`src/rtl/reload_pkg.sv`:
```
package reload_pkg;
    localparam int WORD_W    = 32;
    localparam int NUM_REGS  = 7;
    localparam int IDX_W     = $clog2(NUM_REGS);
    localparam int ALIGN_LSB = 10;
    localparam int BASE_W    = WORD_W - ALIGN_LSB;

    localparam logic HOST_SEL_BASE = 1'b0;
    localparam logic HOST_SEL_CTRL = 1'b1;

    typedef enum logic [IDX_W-1:0] {
        IDX_DISP_MODE  = 3'd0,
        IDX_MAIN_BASE  = 3'd1,
        IDX_MAIN_PITCH = 3'd2,
        IDX_SUB_BASE   = 3'd3,
        IDX_SUB_PITCH  = 3'd4,
        IDX_SUB_START  = 3'd5,
        IDX_SUB_END    = 3'd6
    } reg_idx_e;

    typedef enum logic [1:0] {
        ST_IDLE,
        ST_WAIT_BLANK,
        ST_FETCH
    } seq_state_e;

    typedef struct packed {
        logic              valid;
        logic [IDX_W-1:0]  idx;
        logic [WORD_W-1:0] data;
    } bank_wr_t;

    function automatic logic [WORD_W-1:0] word_addr(
        input logic [BASE_W-1:0] base,
        input logic [IDX_W-1:0]  idx
    );
        return {base, {ALIGN_LSB{1'b0}}} | (WORD_W'(idx) << 2);
    endfunction
endpackage

```
`src/rtl/reload_host_regs.sv`:
```
module reload_host_regs
    import reload_pkg::*;
(
    input  logic              clk,
    input  logic              rst,
    input  logic              wr_en,
    input  logic              wr_addr,
    input  logic [WORD_W-1:0] wr_data,
    input  logic              rd_addr,
    input  logic              done,
    output logic [WORD_W-1:0] rd_data,
    output logic [BASE_W-1:0] base,
    output logic              busy
);
    always_ff @(posedge clk) begin
        if (rst) begin
            base <= '0;
            busy <= 1'b0;
        end else begin
            if (wr_en && wr_addr == HOST_SEL_BASE && !busy)
                base <= wr_data[WORD_W-1:ALIGN_LSB];
            if (done)
                busy <= 1'b0;
            else if (wr_en && wr_addr == HOST_SEL_CTRL && wr_data[0])
                busy <= 1'b1;
        end
    end

    always_comb begin
        if (rd_addr == HOST_SEL_BASE)
            rd_data = {base, {ALIGN_LSB{1'b0}}};
        else
            rd_data = {{(WORD_W-1){1'b0}}, busy};
    end

    AST_DONE_WHILE_BUSY: assert property (@(posedge clk) disable iff (rst)
        done |-> busy);
    AST_BASE_FROZEN: assert property (@(posedge clk) disable iff (rst)
        busy |=> $stable(base));
endmodule

```
`src/rtl/reload_sequencer.sv`:
```
module reload_sequencer
    import reload_pkg::*;
(
    input  logic              clk,
    input  logic              rst,
    input  logic              busy,
    input  logic              vblank,
    input  logic [BASE_W-1:0] base,
    input  logic              mem_ack,
    input  logic [WORD_W-1:0] mem_rdata,
    output logic              mem_req,
    output logic [WORD_W-1:0] mem_addr,
    output bank_wr_t          bank_wr,
    output logic              done
);
    localparam logic [IDX_W-1:0] LAST_IDX = IDX_W'(NUM_REGS - 1);

    seq_state_e       state;
    logic [IDX_W-1:0] idx;

    always_ff @(posedge clk) begin
        if (rst) begin
            state <= ST_IDLE;
            idx   <= '0;
        end else begin
            unique case (state)
                ST_IDLE: begin
                    idx <= '0;
                    if (busy) state <= ST_WAIT_BLANK;
                end
                ST_WAIT_BLANK: begin
                    if (vblank) state <= ST_FETCH;
                end
                ST_FETCH: begin
                    if (mem_ack) begin
                        if (idx == LAST_IDX) begin
                            state <= ST_IDLE;
                            idx   <= '0;
                        end else begin
                            idx <= idx + 1'b1;
                        end
                    end
                end
                default: state <= ST_IDLE;
            endcase
        end
    end

    always_comb begin
        mem_req       = (state == ST_FETCH);
        mem_addr      = word_addr(base, idx);
        bank_wr.valid = mem_req && mem_ack;
        bank_wr.idx   = idx;
        bank_wr.data  = mem_rdata;
        done          = bank_wr.valid && (idx == LAST_IDX);
    end

    AST_REQ_HELD: assert property (@(posedge clk) disable iff (rst)
        (mem_req && !mem_ack) |=> (mem_req && $stable(mem_addr)));
    AST_NO_FETCH_ACTIVE: assert property (@(posedge clk) disable iff (rst)
        (state == ST_WAIT_BLANK && !vblank) |=> !mem_req);
    AST_IDLE_QUIET: assert property (@(posedge clk) disable iff (rst)
        !busy |-> !mem_req);
    AST_ADDR_ALIGNED: assert property (@(posedge clk) disable iff (rst)
        mem_req |-> (mem_addr[1:0] == 2'b00));
endmodule

```
`src/rtl/reload_bank.sv`:
```
module reload_bank
    import reload_pkg::*;
(
    input  logic                           clk,
    input  logic                           rst,
    input  bank_wr_t                       wr,
    output logic [NUM_REGS-1:0][WORD_W-1:0] regs
);
    for (genvar g = 0; g < NUM_REGS; g++) begin : g_reg
        always_ff @(posedge clk) begin
            if (rst)
                regs[g] <= '0;
            else if (wr.valid && wr.idx == IDX_W'(g))
                regs[g] <= wr.data;
        end
    end
endmodule

```
`src/rtl/reload_table_engine.sv`:
```
module reload_table_engine
    import reload_pkg::*;
(
    input  logic        clk,
    input  logic        rst,
    input  logic        host_wr_en,
    input  logic        host_wr_addr,
    input  logic [31:0] host_wr_data,
    input  logic        host_rd_addr,
    output logic [31:0] host_rd_data,
    input  logic        vblank,
    output logic        mem_req,
    output logic [31:0] mem_addr,
    input  logic        mem_ack,
    input  logic [31:0] mem_rdata,
    output logic [31:0] disp_mode_o,
    output logic [31:0] main_base_o,
    output logic [31:0] main_pitch_o,
    output logic [31:0] sub_base_o,
    output logic [31:0] sub_pitch_o,
    output logic [31:0] sub_start_pos_o,
    output logic [31:0] sub_end_pos_o
);
    logic [BASE_W-1:0]              base;
    logic                           busy;
    logic                           done;
    bank_wr_t                       bank_wr;
    logic [NUM_REGS-1:0][WORD_W-1:0] regs;

    reload_host_regs host_i (
        .clk     (clk),
        .rst     (rst),
        .wr_en   (host_wr_en),
        .wr_addr (host_wr_addr),
        .wr_data (host_wr_data),
        .rd_addr (host_rd_addr),
        .done    (done),
        .rd_data (host_rd_data),
        .base    (base),
        .busy    (busy)
    );

    reload_sequencer seq_i (
        .clk       (clk),
        .rst       (rst),
        .busy      (busy),
        .vblank    (vblank),
        .base      (base),
        .mem_ack   (mem_ack),
        .mem_rdata (mem_rdata),
        .mem_req   (mem_req),
        .mem_addr  (mem_addr),
        .bank_wr   (bank_wr),
        .done      (done)
    );

    reload_bank bank_i (
        .clk  (clk),
        .rst  (rst),
        .wr   (bank_wr),
        .regs (regs)
    );

    assign disp_mode_o     = regs[IDX_DISP_MODE];
    assign main_base_o     = regs[IDX_MAIN_BASE];
    assign main_pitch_o    = regs[IDX_MAIN_PITCH];
    assign sub_base_o      = regs[IDX_SUB_BASE];
    assign sub_pitch_o     = regs[IDX_SUB_PITCH];
    assign sub_start_pos_o = regs[IDX_SUB_START];
    assign sub_end_pos_o   = regs[IDX_SUB_END];

    AST_WRITE_ON_ACK_ONLY: assert property (@(posedge clk) disable iff (rst)
        !(mem_req && mem_ack) |=> $stable(regs));
    AST_TABLE_WINDOW: assert property (@(posedge clk) disable iff (rst)
        mem_req |-> (mem_addr[9:0] < 10'(4 * NUM_REGS)));
endmodule

```
`config.mk`:
```
export PLATFORM = sky130hd
export DESIGN_NAME = reload_table_engine
export DESIGN_NICKNAME = d
export VERILOG_FILES = /design/src/rtl/reload_pkg.sv /design/src/rtl/reload_host_regs.sv /design/src/rtl/reload_sequencer.sv /design/src/rtl/reload_bank.sv /design/src/rtl/reload_table_engine.sv
export SDC_FILE = /design/constraint.sdc
export NUM_CORES = 1
export LEC_CHECK = 0
export BUFFER_PORTS_ARGS = -buffer_cell sky130_fd_sc_hd__buf_2
export CAP_MARGIN = 15
export CORE_MARGIN = 2
export CORE_UTILIZATION = 45
export CTS_CLUSTER_DIAMETER = 60
export DETAILED_ROUTE_END_ITERATION = 8
export HOLD_SLACK_MARGIN = 0.06
export PLACE_DENSITY = 0.79
export SLEW_MARGIN = 10
export SYNTH_ARGS = -nofsm -noshare
export SYNTH_HDL_FRONTEND = slang
export SYNTH_SLANG_ARGS = --single-unit
```
`constraint.sdc`:
```
create_clock -name clk -period 1.8 [get_ports clk]
set_clock_uncertainty 0.2 [all_clocks]
set_input_delay 0.18 -clock clk [delete_from_list [all_inputs] [get_ports clk]]
set_output_delay 0.18 -clock clk [all_outputs]
set_load 0.005 [all_outputs]
```
==> flow_summary.ini, run 1 <==
[pwr]
powerDensity_mw_per_mm2 = 894.9
p_leak_uw = 0.007169
peakVddDrop_uv = 729.3

[logic_synthesis]
mappedNetlistArea_mm2 = 0.01008
yosysSeqAreaShare_pct = 50.06
yosysMostFrequentCell = dfxtp_1
synth_edf_count = 0
ys_async_sr_fraction_pct = 0
synth_largest_area_cell = dfxtp_1
ys_warn_count = 0
netlist_instances = 981
synth_cell_type_count = 41
synth.top_cells.by_area = dfxtp_1 (50%), mux2i_1 (19%), nand2b_1 (14%)
ys_ff_latch = 252
synth_flop_cell = dfxtp_1
synth_common_cells = dfxtp_1 (252), nand2b_1 (224), mux2i_1 (192)
postSynthAreaPerCell_um2 = 10.27
synth.top_cell.area_share_pct = 50.06

[global_routing]
grt_pass1_vias = 8522
antenna_found_initial = 0
grt_max_degree = 44
grt_first_pass_wirelength_um = 45110
grt.overflow.total = 0
track_usage_pct = 23.33

[floorplan]
dieArea_mm2 = 0.02361
die_h_um = 153.7
coreArea_mm2 = 0.02189
io_pins = 360
initial_utilization_pct = 46.04
die_w_um = 153.7
rows = 54

[drt]
vias = 8411
drc = 0
drtPass1Iterations = 5
drt-total-wl_um = 28890
ant_nets = 0
vias_per_cell = 4.986
drt-initial-drc-count = 427
drt-wirelength-per-cell_um = 17.13

[placed_design]
place_hpwl_um = 19710
gp_congestion = 0.8338
placed_area_mm2 = 0.01208
place_ws_ns = 0.02408
port_buffers = 334

[clocking]
tritoncts = done
path_clk_slew_ns = 0.06
cts-root-buf = clkbuf_16
clk_path_buf_depth = 3
htree_levels = 1
clock_latency_ns = 0.52
cts.sinks = 252
cts_buffers = 28

[finish]
nFillCells = 1782
nets = 1457
drive_gt1_share_pct = 31.70
multi_input_area_mm2 = 0.004559
diodes = 0
fin_area_mm2 = 0.01371
area_delta_synth_final_pct = 36.05
register_area_mm2 = 0.005050

[job]
drv_cap = 0

[critical_path]
crit_path_start_kind = flop
cp_cell_sequence = buf_4 -> nand4b_1 -> a2bb2oi_2 -> nor2_1 -> dlygate4sd3_1
critical_path.endpoint_type = flop
crit_fanout = 6
max_stage_delay_ns = 0.56
worst_path_max_delay_cell = dlygate4sd3_1
cp_data_required_time_ns = 2.01
critPathKind = flop to flop
critical_path_arrival_ns = 1.94

[timing]
hold_violations = 0
max_freq_mhz = 578.8
finalMaxSlewViolations = 0
setup_ws_ns = 0.07227
finalCriticalPeriod_ns = 1.728
setup_violations = 0
period_share_pct = 95.98
rsz0062_at_grt = false
setup-tns-final_ns = 0

[worst_hold_path]
hold_path_class = primary input to flop

[run_status]
status = finished, final reports clean
-- area by class of cell --
class | instances | area share, %
Clock buffer | 39 | 6.004
Clock inverter | 13 | 1.168
Inverter | 2 | 0.05475
Multi-Input combinational cell | 659 | 33.25
Sequential cell | 252 | 36.83
Tap cell | 280 | 2.555
Timing Repair Buffer | 442 | 20.14
-- where the power goes --
part	total (uW)	switching, uW	internal [uW]
logic	686	336	350
registers	5640	26.6	5610
clock network	5950	2320	3630
total	12300	2680	9590
-- repair_timing --
action,CTS,global route
hold endpoints to repair,252,0
setup buffers,0,1
endpoints found under the setup margin,0,34
hold buffers,61,0
gates resized for setup,0,8
-- critical path, delay by kind of cell, from the launching register on --
kind | cells | cell delay [ns]
AOI/OAI and AO/OA | 1 | 0.13
buffers and inverters | 2 | 0.70
DFF | 1 | 0.34
and+or+nand+nor | 2 | 0.23
-- registers in the layout, indices dropped and copies added, names as in the netlist --
signal       count
bank_i.regs    224
host_i.busy      1
seq_i.idx        3
host_i.base     22
seq_i.state      2
-- layout by cell type (no fill, tap or decap), drive strengths merged, types with 3 or more instances in the layout --
cell / Yosys / routed
buf: 46 / 381
dfxtp: 252 / 252
bufinv: 0 / 3
nand2b: 224 / 224
dlygate4sd3: 0 / 61
nor2: 6 / 6
a21oi: 57 / 57
clkinv: 0 / 8
and2: 4 / 4
mux2i: 192 / 192
clkbuf: 37 / 39
nor2b: 24 / 24
conb: 1 / 16
nand2: 113 / 113
-- worst paths after layout --
path | start | to | slack [ns] | cells past startpoint
worst min-delay path | host_wr_en | host_i.base[11]$_SDFFE_PP0P_ | 0.09 | 5
worst max-delay path | seq_i.idx[0]$_SDFFE_PP0P_ | seq_i.state[1]$_SDFFE_PP0P_ | 0.07 | 5
worst min register to register | bank_i.regs[127]$_SDFFE_PP0P_ | bank_i.regs[127]$_SDFFE_PP0P_ | 0.25 | 2
worst max register to register | seq_i.idx[0]$_SDFFE_PP0P_ | seq_i.state[1]$_SDFFE_PP0P_ | 0.07 | 5
-- stage by stage --
stage	power, uW	hold slack (ns)	util (%)	std cells
after floorplan	6097	0.09654	-	996
after global placement	6320	0.2016	55.20	1573
after detailed placement	6328	0.2077	55.20	1573
after CTS	12360	0.06255	62.48	1686
after global routing	12640	0.09633	62.64	1687
final	12270	0.09227	62.64	1687
-- cells by family (layout without fill, tap and decap cells) --
family,Yosys count,count (layout),share of synthesized area [%]
and+or+nand+nor,385,385,21.83
DFF,252,252,50.06
muxes,192,192,19.07
buffers and inverters,85,496,5.462
AOI/OAI and AO/OA,65,65,3.427
adders and majority gates,1,1,0.1241
other,1,16,0.03721
-- routing by layer --
metal / vias to the layer above / routed length [um] / GRT usage, %
met1: 3995 / 11930 / 28.30
met2: 328 / 13640 / 39.37
li1: 3989 / - / -
met4: 0 / 1378 / 11.36
met3: 99 / 1942 / 5.017
met5: - / 0 / 0
Power figures use the tool's default switching activity.
==> run 2, diff against run 1 <==
RECOVER_POWER = 50   (was default)
==> run 2 against run 1 <==
Setup slack better by 0.00069 ns. Clock power hardly changed. Critical endpoint unchanged. Clock-buffer cell count stayed put. Sequential cell count stayed put. Global-route usage stayed put. First-iteration DRC count is 7.0% higher.
==> flow_summary.ini, run 2 (synthesis gave the netlist of run 1 again) <==
[run_status]
status = finished, final reports clean

[timing]
period_share_pct = 95.95
max_freq_mhz = 579.0
setup-tns-final_ns = 0
setup_violations = 0
rsz0062_at_grt = false
finalMaxSlewViolations = 0
finalCriticalPeriod_ns = 1.727
hold_violations = 0
hold_ws_ns = 0.08881

[global_routing]
grt_use_met3_pct = 5.017
grt.overflow.total = 0
antenna_found_initial = 0
grt_max_degree = 44
grt.met2_usage_pct = 39.37
use_met1_pct = 28.30
track_usage_pct = 23.33
top_usage_layer = met2
grt_pass1_vias = 8522
grt_first_pass_wirelength_um = 45110

[clocking]
cts.sinks = 252
tritoncts = done
path_clk_slew_ns = 0.06
cts_buffers = 28
clk_path_buf_depth = 3
clock_latency_ns = 0.52
htree_levels = 1
cts-root-buf = clkbuf_16

[drt]
drt-total-wl_um = 28890
ant_nets = 0
vias = 8411
vias_per_cell = 4.986
drt-initial-drc-count = 457
drt-wirelength-per-cell_um = 17.12
drtPass1Iterations = 5
drc = 0

[finish]
drive_gt1_share_pct = 20.97
regMostFlops = bank_i.regs
fin_area_mm2 = 0.01352
nets = 1457
largest_reg_flops = 224
layout_commonest_cell = dfxtp_1
final_cell_mix = dfxtp_1 (250), nand2b_1 (224), mux2i_1 (192)
area_delta_synth_final_pct = 34.10
diodes = 0
reg_top3 = bank_i.regs (224), host_i.base (22), seq_i.idx (3)

[floorplan]
io_pins = 360
dieArea_mm2 = 0.02361
die_h_um = 153.7
die_w_um = 153.7
initial_utilization_pct = 46.04
coreArea_mm2 = 0.02189
rows = 54

[worst_hold_path]
whs_path_depth = 5
hold_path_class = primary input to flop
min-delay-start = host_wr_en
min_to = host_i.base[11]$_SDFFE_PP0P_

[critical_path]
critPathKind = flop to flop
crit_fanout = 6
crit_path_start_kind = flop
critical_path.endpoint_type = flop
worst_path_max_delay_cell = dlygate4sd3_1
path_buf_inv = 2
critPathTopFamily = buffers and inverters
timing.rr.end = seq_i.state[1]$_SDFFE_PP0P_
critical_path_arrival_ns = 1.94
cp_data_required_time_ns = 2.01
max_stage_delay_ns = 0.56
cp_cell_sequence = buf_4 -> nand4b_1 -> a2bb2oi_2 -> nor2_1 -> dlygate4sd3_1
reg2reg_from = seq_i.idx[0]$_SDFFE_PP0P_
reg2reg_depth = 5
r2r_slack_ns = 0.07

[pwr]
powerDensity_mw_per_mm2 = 907.5
p_leak_uw = 0.006501
peakVddDrop_uv = 733.0

[placed_design]
placed_area_mm2 = 0.01208
place_hpwl_um = 19710
port_buffers = 334
gp_congestion = 0.8338

[job]
drv_cap = 0
==> run 2: changes by cell type in the layout (fill, tap and decap cells not counted) <==
cell | before | now
clkbuf_1 | 4 | 155
buf_2 | 333 | 180
clkbuf_2 | 0 | 5
buf_4 | 36 | 33
==> run 2: worst min-delay path: stages <==
cell and delay [ns]:
buf_2 0.11, nor3b_2 0.14, buf_4 0.20, nand2_1 0.09
a21oi_1 0.05
==> run 2: worst max path at each step <==
| stage | start | endpoint | slack, ns | depth (start not counted) |
|---|---|---|---|---|
| 3_3_place_gp | seq_i.idx[0]$_SDFFE_PP0P_ | bank_i.regs[99]$_SDFFE_PP0P_ | 0.17 | 6 |
| 2_1_floorplan | seq_i.idx[0]$_SDFFE_PP0P_ | bank_i.regs[118]$_SDFFE_PP0P_ | 0.06 | 7 |
| 4_1_cts | seq_i.state[0]$_SDFFE_PP0P_ | mem_req | 0.003 | 3 |
| 5_1_grt | seq_i.state[1]$_SDFFE_PP0P_ | mem_req | 0.004 | 3 |
| 6_report | seq_i.idx[0]$_SDFFE_PP0P_ | seq_i.state[1]$_SDFFE_PP0P_ | 0.07 | 5 |
| 3_5_place_dp | seq_i.idx[0]$_SDFFE_PP0P_ | bank_i.regs[121]$_SDFFE_PP0P_ | 0.02 | 6 |
==> run 2: power breakdown <==
part | total (uW) | switching (uW) | internal (uW)
sequential | 5640 | 27.0 | 5610
combinational | 682 | 337 | 345
clock | 5940 | 2310 | 3630
==> run 2: final cells by class <==
class	count	area, um2
clock inverters	13	160.2
fillers	1855	8376
repair buffers	442	2565
inverters	2	7.507
clock buffers	39	823.3
flip-flops and latches	252	5050
multi-input cells	659	4559
well taps	280	350.3
==> run 2: metrics by stage <==
| stage | power [uW] | setup WS, ns | utilization, % | instances |
|---|---|---|---|---|
| CTS | 12360 | 0.003052 | 62.48 | 1686 |
| finish | 12260 | 0.07297 | 61.74 | 1687 |
| detailed placement | 6328 | 0.02408 | 55.20 | 1573 |
| floorplan | 6097 | 0.06273 | - | 996 |
| global route | 12640 | 0.004376 | 61.74 | 1687 |
| global placement | 6320 | 0.1659 | 55.20 | 1573 |
==> run 2: layer usage <==
layer / wire length [um] / vias up
met2: 13580 / 327
met4: 1385 / 0
met5: 0 / -
li1: - / 3987
met3: 1863 / 98
met1: 12050 / 3999
==> run 2: what timing repair did <==
action                     in CTS  in global routing
setup endpoints to repair       0                 34
hold buffers                   61                  0
resized for setup               0                  8
buffers inserted                0                  1
hold endpoints to repair      252                  0
